--- src/rtl/cbz_pkg.sv ---
`timescale 1ns/1ps
package cbz_pkg;

  typedef enum logic [1:0] {
    FLT_NONE    = 2'd0,
    FLT_ILLEGAL = 2'd1,
    FLT_VIRTUAL = 2'd2
  } fault_e;

  localparam logic [1:0] PRIV_U = 2'd0;
  localparam logic [1:0] PRIV_S = 2'd1;
  localparam logic [1:0] PRIV_M = 2'd3;

  // Strobes from control to datapath
  typedef struct packed {
    logic load;     // capture aligned base, clear word index
    logic advance;  // one store handshake completed
  } cbzStrobe_t;

  // Layered permission decision; the first failing layer wins
  function automatic fault_e permCheck(input logic [1:0] priv, input logic virt,
                                       input logic mEn, input logic hEn, input logic sEn);
    logic belowM;
    logic userOrSup;
    logic isUser;
    belowM    = (priv != PRIV_M);
    userOrSup = (priv == PRIV_U) || (priv == PRIV_S);
    isUser    = (priv == PRIV_U);
    if (priv == 2'd2)                                          return FLT_ILLEGAL;
    if (belowM && !mEn)                                        return FLT_ILLEGAL;
    if (virt && ((userOrSup && !hEn) || (isUser && !sEn)))     return FLT_VIRTUAL;
    if (isUser && !sEn)                                        return FLT_ILLEGAL;
    return FLT_NONE;
  endfunction

endpackage

--- src/rtl/cbz_ctrl.sv ---
`timescale 1ns/1ps
module cbz_ctrl
  import cbz_pkg::*;
(
  input  logic       clk,
  input  logic       rstN,
  input  logic       reqValid,
  input  logic [1:0] reqPriv,
  input  logic       reqVirt,
  input  logic       enMach,
  input  logic       enHyp,
  input  logic       enSup,
  input  logic       wrReady,
  input  logic       lastWord,
  output cbzStrobe_t strobe,
  output logic       busy,
  output logic       done,
  output logic       faultIllegal,
  output logic       faultVirtual,
  output logic       wrValid
);

  typedef enum logic [1:0] {ST_IDLE, ST_FILL, ST_FIN} state_e;

  state_e stateQ;
  fault_e faultQ;
  fault_e reqFault;

  assign reqFault = permCheck(reqPriv, reqVirt, enMach, enHyp, enSup);

  always_ff @(posedge clk or negedge rstN) begin
    if (!rstN) begin
      stateQ <= ST_IDLE;
      faultQ <= FLT_NONE;
    end else begin
      case (stateQ)
        ST_IDLE: if (reqValid) begin
          faultQ <= reqFault;
          stateQ <= (reqFault == FLT_NONE) ? ST_FILL : ST_FIN;
        end
        ST_FILL: if (wrReady && lastWord) stateQ <= ST_FIN;
        ST_FIN: begin
          stateQ <= ST_IDLE;
          faultQ <= FLT_NONE;
        end
        default: stateQ <= ST_IDLE;
      endcase
    end
  end

  always_comb begin
    strobe.load    = (stateQ == ST_IDLE) && reqValid && (reqFault == FLT_NONE);
    strobe.advance = (stateQ == ST_FILL) && wrReady;
  end

  assign busy         = (stateQ != ST_IDLE);
  assign wrValid      = (stateQ == ST_FILL);
  assign done         = (stateQ == ST_FIN);
  assign faultIllegal = done && (faultQ == FLT_ILLEGAL);
  assign faultVirtual = done && (faultQ == FLT_VIRTUAL);


  fault_with_done_chk: assert property (@(posedge clk) disable iff (!rstN)
    (faultIllegal || faultVirtual) |-> (done && !wrValid));

  one_fault_chk: assert property (@(posedge clk) disable iff (!rstN)
    $onehot0({faultIllegal, faultVirtual}));

  done_pulse_chk: assert property (@(posedge clk) disable iff (!rstN)
    done |=> (!done && !busy));

  accept_chk: assert property (@(posedge clk) disable iff (!rstN)
    (reqValid && !busy) |=> busy);

  mach_gate_chk: assert property (@(posedge clk) disable iff (!rstN)
    (reqValid && !busy && (reqPriv != PRIV_M) && !enMach) |=> (faultIllegal && done));

  valid_hold_chk: assert property (@(posedge clk) disable iff (!rstN)
    (wrValid && !wrReady) |=> wrValid);

endmodule

--- src/rtl/cbz_dpath.sv ---
`timescale 1ns/1ps
module cbz_dpath
  import cbz_pkg::*;
#(
  parameter int ADDR_W      = 32,
  parameter int BLOCK_BYTES = 64   // power of two, at least 4
) (
  input  logic              clk,
  input  logic              rstN,
  input  cbzStrobe_t        strobe,
  input  logic [ADDR_W-1:0] reqAddr,
  output logic [ADDR_W-1:0] wrAddr,
  output logic [31:0]       wrData,
  output logic [3:0]        wrStrb,
  output logic              lastWord
);

  localparam int WORDS = BLOCK_BYTES / 4;
  localparam int IDX_W = (WORDS > 1) ? $clog2(WORDS) : 1;
  localparam logic [ADDR_W-1:0] ALIGN_MASK = ~ADDR_W'(BLOCK_BYTES - 1);

  logic [ADDR_W-1:0] baseQ;
  logic [IDX_W-1:0]  idxQ;

  always_ff @(posedge clk or negedge rstN) begin
    if (!rstN) begin
      baseQ <= '0;
      idxQ  <= '0;
    end else if (strobe.load) begin
      baseQ <= reqAddr & ALIGN_MASK;
      idxQ  <= '0;
    end else if (strobe.advance) begin
      idxQ  <= idxQ + 1'b1;
    end
  end

  assign wrAddr   = baseQ + (ADDR_W'(idxQ) << 2);
  assign wrData   = '0;
  assign wrStrb   = 4'b1111;
  assign lastWord = (idxQ == IDX_W'(WORDS - 1));


  word_align_chk: assert property (@(posedge clk) disable iff (!rstN)
    strobe.advance |-> (wrAddr[1:0] == 2'b00));

  step_chk: assert property (@(posedge clk) disable iff (!rstN)
    (strobe.advance && !lastWord) |=> (wrAddr == $past(wrAddr) + ADDR_W'(4)));

endmodule

--- src/rtl/cbz_engine.sv ---
`timescale 1ns/1ps
module cbz_engine
  import cbz_pkg::*;
#(
  parameter int ADDR_W      = 32,
  parameter int BLOCK_BYTES = 64
) (
  input  logic              clk,
  input  logic              rstN,
  input  logic              reqValid,
  input  logic [ADDR_W-1:0] reqAddr,
  input  logic [1:0]        reqPriv,
  input  logic              reqVirt,
  input  logic              enMach,
  input  logic              enHyp,
  input  logic              enSup,
  output logic              busy,
  output logic              done,
  output logic              faultIllegal,
  output logic              faultVirtual,
  output logic              wrValid,
  output logic [ADDR_W-1:0] wrAddr,
  output logic [31:0]       wrData,
  output logic [3:0]        wrStrb,
  input  logic              wrReady
);

  cbzStrobe_t strobe;
  logic       lastWord;

  cbz_ctrl u_ctrl (
    .clk(clk), .rstN(rstN), .reqValid(reqValid), .reqPriv(reqPriv),
    .reqVirt(reqVirt), .enMach(enMach), .enHyp(enHyp), .enSup(enSup),
    .wrReady(wrReady), .lastWord(lastWord), .strobe(strobe), .busy(busy),
    .done(done), .faultIllegal(faultIllegal), .faultVirtual(faultVirtual),
    .wrValid(wrValid)
  );

  cbz_dpath #(.ADDR_W(ADDR_W), .BLOCK_BYTES(BLOCK_BYTES)) u_dpath (
    .clk(clk), .rstN(rstN), .strobe(strobe), .reqAddr(reqAddr),
    .wrAddr(wrAddr), .wrData(wrData), .wrStrb(wrStrb), .lastWord(lastWord)
  );


  addr_hold_chk: assert property (@(posedge clk) disable iff (!rstN)
    (wrValid && !wrReady) |=> $stable(wrAddr));

  zero_data_chk: assert property (@(posedge clk) disable iff (!rstN)
    wrValid |-> (wrData == 32'd0 && wrStrb == 4'b1111));

endmodule

--- config.mk ---
export PLATFORM = sky130hd
export DESIGN_NAME = cbz_engine
export DESIGN_NICKNAME = d
export VERILOG_FILES = /design/src/rtl/cbz_pkg.sv /design/src/rtl/cbz_ctrl.sv /design/src/rtl/cbz_dpath.sv /design/src/rtl/cbz_engine.sv
export SDC_FILE = /design/constraint.sdc
export NUM_CORES = 1
export LEC_CHECK = 0
export BUFFER_PORTS_ARGS = -buffer_cell sky130_fd_sc_hd__buf_2
export CORE_ASPECT_RATIO = 1.25
export CORE_MARGIN = 2
export CORE_UTILIZATION = 34
export DETAILED_ROUTE_END_ITERATION = 10
export PLACE_DENSITY = 0.8
export SKIP_LAST_GASP = 1
export SYNTH_ARGS = -nofsm -noshare
export SYNTH_HDL_FRONTEND = slang
export SYNTH_SLANG_ARGS = --single-unit
--- constraint.sdc ---
create_clock -name clk -period 1.6 [get_ports clk]
set_input_delay 0 -clock clk [delete_from_list [all_inputs] [get_ports clk]]
set_output_delay 0 -clock clk [all_outputs]
set_load 0.01 [all_outputs]
; ---- After elaboration in Yosys (flattened, before gate mapping)
; Index checks and enable logic that the tools add are counted.
[op_classes]
addsub = 2
n_eq_ne = 10
mux = 26
n_reduce_logical = 23
[op_table]
columns = operator, count
row1 = $add A32 B6 Y32, 1
row2 = $mux W2, 12
row3 = $logic_and A1 B1 Y1, 10
row4 = $mux W1, 10
row5 = $mux W4, 2
row6 = $pmux W2 S2, 2
row7 = $eq A2 B1 Y1 const B, 3
row8 = $eq A2 B2 Y1 const B, 3
row9 = $logic_not A2 Y1, 3
row10 = $reduce_bool A2 Y1, 3
row11 = $add A4 B1 Y4 const B, 1
row12 = $eq A4 B4 Y1 const B, 1
row13 = $ne A2 B2 Y1 const B, 2
row14 = $reduce_and A2 Y1, 2
row15 = $logic_not A1 Y1, 3
row16 = $logic_or A1 B1 Y1, 2
row17 = $ne A2 B1 Y1 const B, 1
[totals]
ff_bits = 34
in_bits = 42
out_inout_bits = 73
word_cells = 65

; ---- Longest topological paths before layout
[depth]
ltp_word = 19
ltp_mapped = 5
mapped_depth_nobuf = 4

; ---- By module
; From an unflattened synthesis, not the netlist that was laid out.
[hier_totals]
cells_unflattened = 146
area_unflattened_um2 = 1734.2
[by_module_without_submodules]
columns = mod, instances, cells_per_inst, area_per_inst_um2, seq_area_each_um2
row1 = cbz_dpath, 1, 112, 1457.6, 750.7
row2 = cbz_ctrl, 1, 34, 276.5, 100.1

; ---- Worst setup path after synthesis
; No wires, ideal clock.
[synth_timing]
path_kind = register -> register
start = reg u_ctrl.stateQ[0]
end = reg u_dpath.baseQ[10]
setup_time_ns = 0.125
t_arrival_ns = 1.359
t_required_ns = 1.475
setup_slack_ns = 0.116
path_stages_with_launch = 6
path_buffers = 1
period_less_slack_ns = 1.484
path_cell_list = dfrtp_1 nor2_4 nand2_2 nor3_4 buf_6 mux2_4
[synth_between]
elab_chain_cells = 3
[synth_rtl]
columns = item, line
row1 = "start, declared", cbz_ctrl.sv:25  ; state_e stateQ;
row2 = "start signal, assigned", cbz_ctrl.sv:39  ; stateQ <= (reqFault == FLT_NONE) ? ST_FILL : ST_FIN;
row3 = $logic_not A2 Y1, cbz_ctrl.sv:52  ; strobe.load = (stateQ == ST_IDLE) && reqValid && (reqFault == FLT_NONE);
row4 = $logic_and A1 B1 Y1 (2 in a row), cbz_ctrl.sv:52
row5 = "end signal, assigned", cbz_dpath.sv:30  ; baseQ <= reqAddr & ALIGN_MASK;
row6 = "end, declared", cbz_dpath.sv:22  ; logic [ADDR_W-1:0] baseQ;
; Every way passes these cells.
; A chain may end at the register's enable or synchronous reset.

; ---- Worst setup path after layout
[layout_timing]
start = reg u_ctrl.stateQ[0]
end = reg u_dpath.baseQ[19]
; The elaborated chain is that of the path after synthesis.

==> impl_metrics.yaml <==
synth:
  syn_avg_cell_area_um2: 12.6
  ys.flop_type: "dfrtp_1"
  synth_cells: 145
  async_reset_ff_frac: 1.00
  ys_seq_area_frac: 0.465
  synth-adder-area-share: 0.00684
  yosysWarnings: 0
  synth_xor_area_frac: 0.00958
  synth_top_family_by_area: "multiplexers"
  synth_cell_type_count: 27
  netlist_area_um2: 1830
  synth_edf_count: 0
  ys_seq_elements: 34
  synth-simple-area-share: 0.0800
  synth_compound_area_frac: 0.0363
  synth.area.mux_share: 0.211
die:
  start_util: 0.358
  io_pins: 115
  die_w_um: 69.6
  die_h_um: 86.0
  num_rows: 29
  core-area_um2: 5120
  die-area_um2: 5990
pwr:
  intPower_mw: 2.67
  seqPwrFrac: 0.383
  pwr_density_cell_nw_per_um2: 1580
  p_clk_frac: 0.193
  power_frac_comb: 0.424
  p_switching_mw: 1.27
  ir_drop_mv: 0.830
  switching_share: 0.323
  leakage_nw: 1.31
timing:
  rsz0062_at_grt: "true"
  fin_skew_ps: 2.63
  max_slew_margin: 0.506
  hold_viol_final: 0
  worstMarginPinSlew_ps: 741
  fin_crit_sh: 0.956
  slew_violations: 0
  hold_slack_ps: 20.8
  fmax_mhz: 653
  finalWorstSetupSlack_ps: 69.7
  min_period_ps: 1530
  setup_viol: 0
min_path:
  holdPathEnd: "u_ctrl.faultQ[1]"
  worstHoldStart: "reqVirt"
  hold_class: "in -> reg"
  hold_depth: 3
grt:
  grt_pass1_vias: 1282
  grt_usage: 0.127
  grt_pass1_wl_mm: 5.86
  antenna_found_initial: 0
  grt_overflow: 0
  grt_use_met2: 0.226
  grt_use_met3: 0.0435
  met1_usage: 0.141
  grt_max_degree: 35
  busiest_layer: "met2"
worst_setup_path:
  arrival_ps: 1700
  worst-path-max-fanout: 16
  r2r_cells: 5
  reg2reg_to: "u_dpath.baseQ[19]"
  cp-end-kind: "flip-flop"
  criticalPathCategory: "reg -> reg"
  cp-start-kind: "flip-flop"
  critPathRequiredTime_ps: 1770
  rrSetupSlack_ps: 70
  regToRegStartpoint: "u_ctrl.stateQ[0]"
clocking:
  clk_latency_ps: 280
  clk_pin_slew_worst_paths_ps: 70
  h-tree-depth: 2
  cts_tree: "built"
  cts.sinks: 34
  clockBufferDepth: 2
  cts-buffers-inserted: 5
  clockRootBuffer: "clkbuf_8"
placed_design:
  place_ws_ps: 32.1
  dp_hpwl_mm: 2.43
  io_buffers: 70
  routabilityCongestion: 0.781
route:
  route.detailed.drc: 0
  drt_wl_total_mm: 3.68
  ant_nets: 0
  vias_per_cell: 4.17
  num_vias: 1297
  firstDrtPassIters: 4
  drt_iter0_drc: 32
  wl_per_cell_um: 11.8
final_layout:
  drive_gt1_frac: 0.458
  diodes: 0
  nets: 291
  areaGrowthSynthToFinish_pct: 36.6
  fillers: 447
run_status:
  status: "completed"
flow_run:
  drv_cap: 0
## critical path: stages, from the launching register on
cell	delay [ps]
dfrtp_1	410
nor2_4	130
nand2_2	80
nor3_4	240
buf_12	210
mux2_2	340
## cells in the mapped netlist, drive strengths merged (3+ instances only)
library cell | count | area, um2
a21oi | 4 | 23.8
nand3 | 5 | 25.0
nand2 | 3 | 21.3
nor2 | 6 | 30.0
o21ai | 4 | 20.0
dfrtp | 34 | 851
mux2 | 26 | 387
inv | 4 | 15.0
buf | 42 | 327
## power by group through the flow
stage	sequential (mW)	clock, mW	combinational, mW
after floorplan	1.68	0	0.925
after global placement	1.49	0	1.59
after detailed placement	1.50	0	1.63
after CTS	1.51	0.795	1.68
after global routing	1.58	0.826	1.82
final	1.51	0.760	1.67
## cell type report
class	count	area [um2]	area share
multi-input combinational	101	772	0.309
sequential	34	851	0.341
tap	62	77.6	0.0310
timing repair buffer	102	674	0.270
inverter	4	15.0	0.00601
clock inverter	3	40.0	0.0160
clock buffer	5	68.8	0.0275
## cell usage in the layout, fill, tap and decap left out, types with 3 or more instances in the layout
cell | Yosys | layout
buf_2 | 0 | 70
conb_1 | 2 | 38
dfrtp_1 | 34 | 34
dlygate4sd3_1 | 0 | 27
mux2_4 | 25 | 25
nand3_1 | 5 | 5
nor2_1 | 5 | 5
clkbuf_8 | 0 | 5
inv_1 | 4 | 4
o21ai_0 | 4 | 4
a21oi_1 | 3 | 3
buf_4 | 39 | 3
## state kept, by name, summed over array words and instances, names as in the netlist
name,count
u_dpath.idxQ,4
u_dpath.baseQ,26
u_ctrl.faultQ,2
u_ctrl.stateQ,2
## stage by stage
| stage | area [um2] | power [mW] | setup TNS (ps) | cells | util |
|---|---|---|---|---|---|
| after floorplan | 1960 | 2.60 | 0 | 181 | - |
| after detailed placement | 2120 | 3.13 | 0 | 276 | 0.414 |
| final | 2500 | 3.95 | 0 | 311 | 0.488 |
| after CTS | 2490 | 3.98 | 0 | 311 | 0.488 |
| after global placement | 2120 | 3.08 | 0 | 276 | 0.414 |
| after global routing | 2500 | 4.22 | -16.6 | 311 | 0.488 |
## cell families (layout without fill, tap and decap cells)
logic type | after synthesis | count (layout)
and+or+nand+nor | 23 | 23
DFF | 34 | 34
other | 2 | 38
muxes | 26 | 26
adders and majority gates | 1 | 1
buffers and inverters | 46 | 114
xor gates and xnor gates | 2 | 2
AOI/OAI and AO/OA | 11 | 11
## metal layers
metal / vias to the layer above / part of all wire
li1: 611 / -
met1: 607 / 0.38
met2: 74 / 0.52
met3: 5 / 0.084
met4: 0 / 0.014
met5: - / 0
## what timing repair did
action                                  in CTS  in global routing
endpoints found under the hold margin       60                  0
setup buffers                                0                  0
endpoints found under the setup margin       0                 10
resized for setup                            0                  1
hold buffers                                27                  0
## how the worst max path moves through the flow
stage                           startpoint  slack, ps                 to
after CTS                 u_ctrl.stateQ[0]         20  u_dpath.baseQ[17]
after global routing      u_ctrl.stateQ[0]        -20  u_dpath.baseQ[19]
after global placement    u_ctrl.stateQ[0]         60  u_dpath.baseQ[27]
after floorplan           u_ctrl.stateQ[0]        120  u_dpath.baseQ[10]
final                     u_ctrl.stateQ[0]         70  u_dpath.baseQ[19]
after detailed placement  u_ctrl.stateQ[0]         30  u_dpath.baseQ[23]
Note: power is estimated with default switching activity, not from simulation.
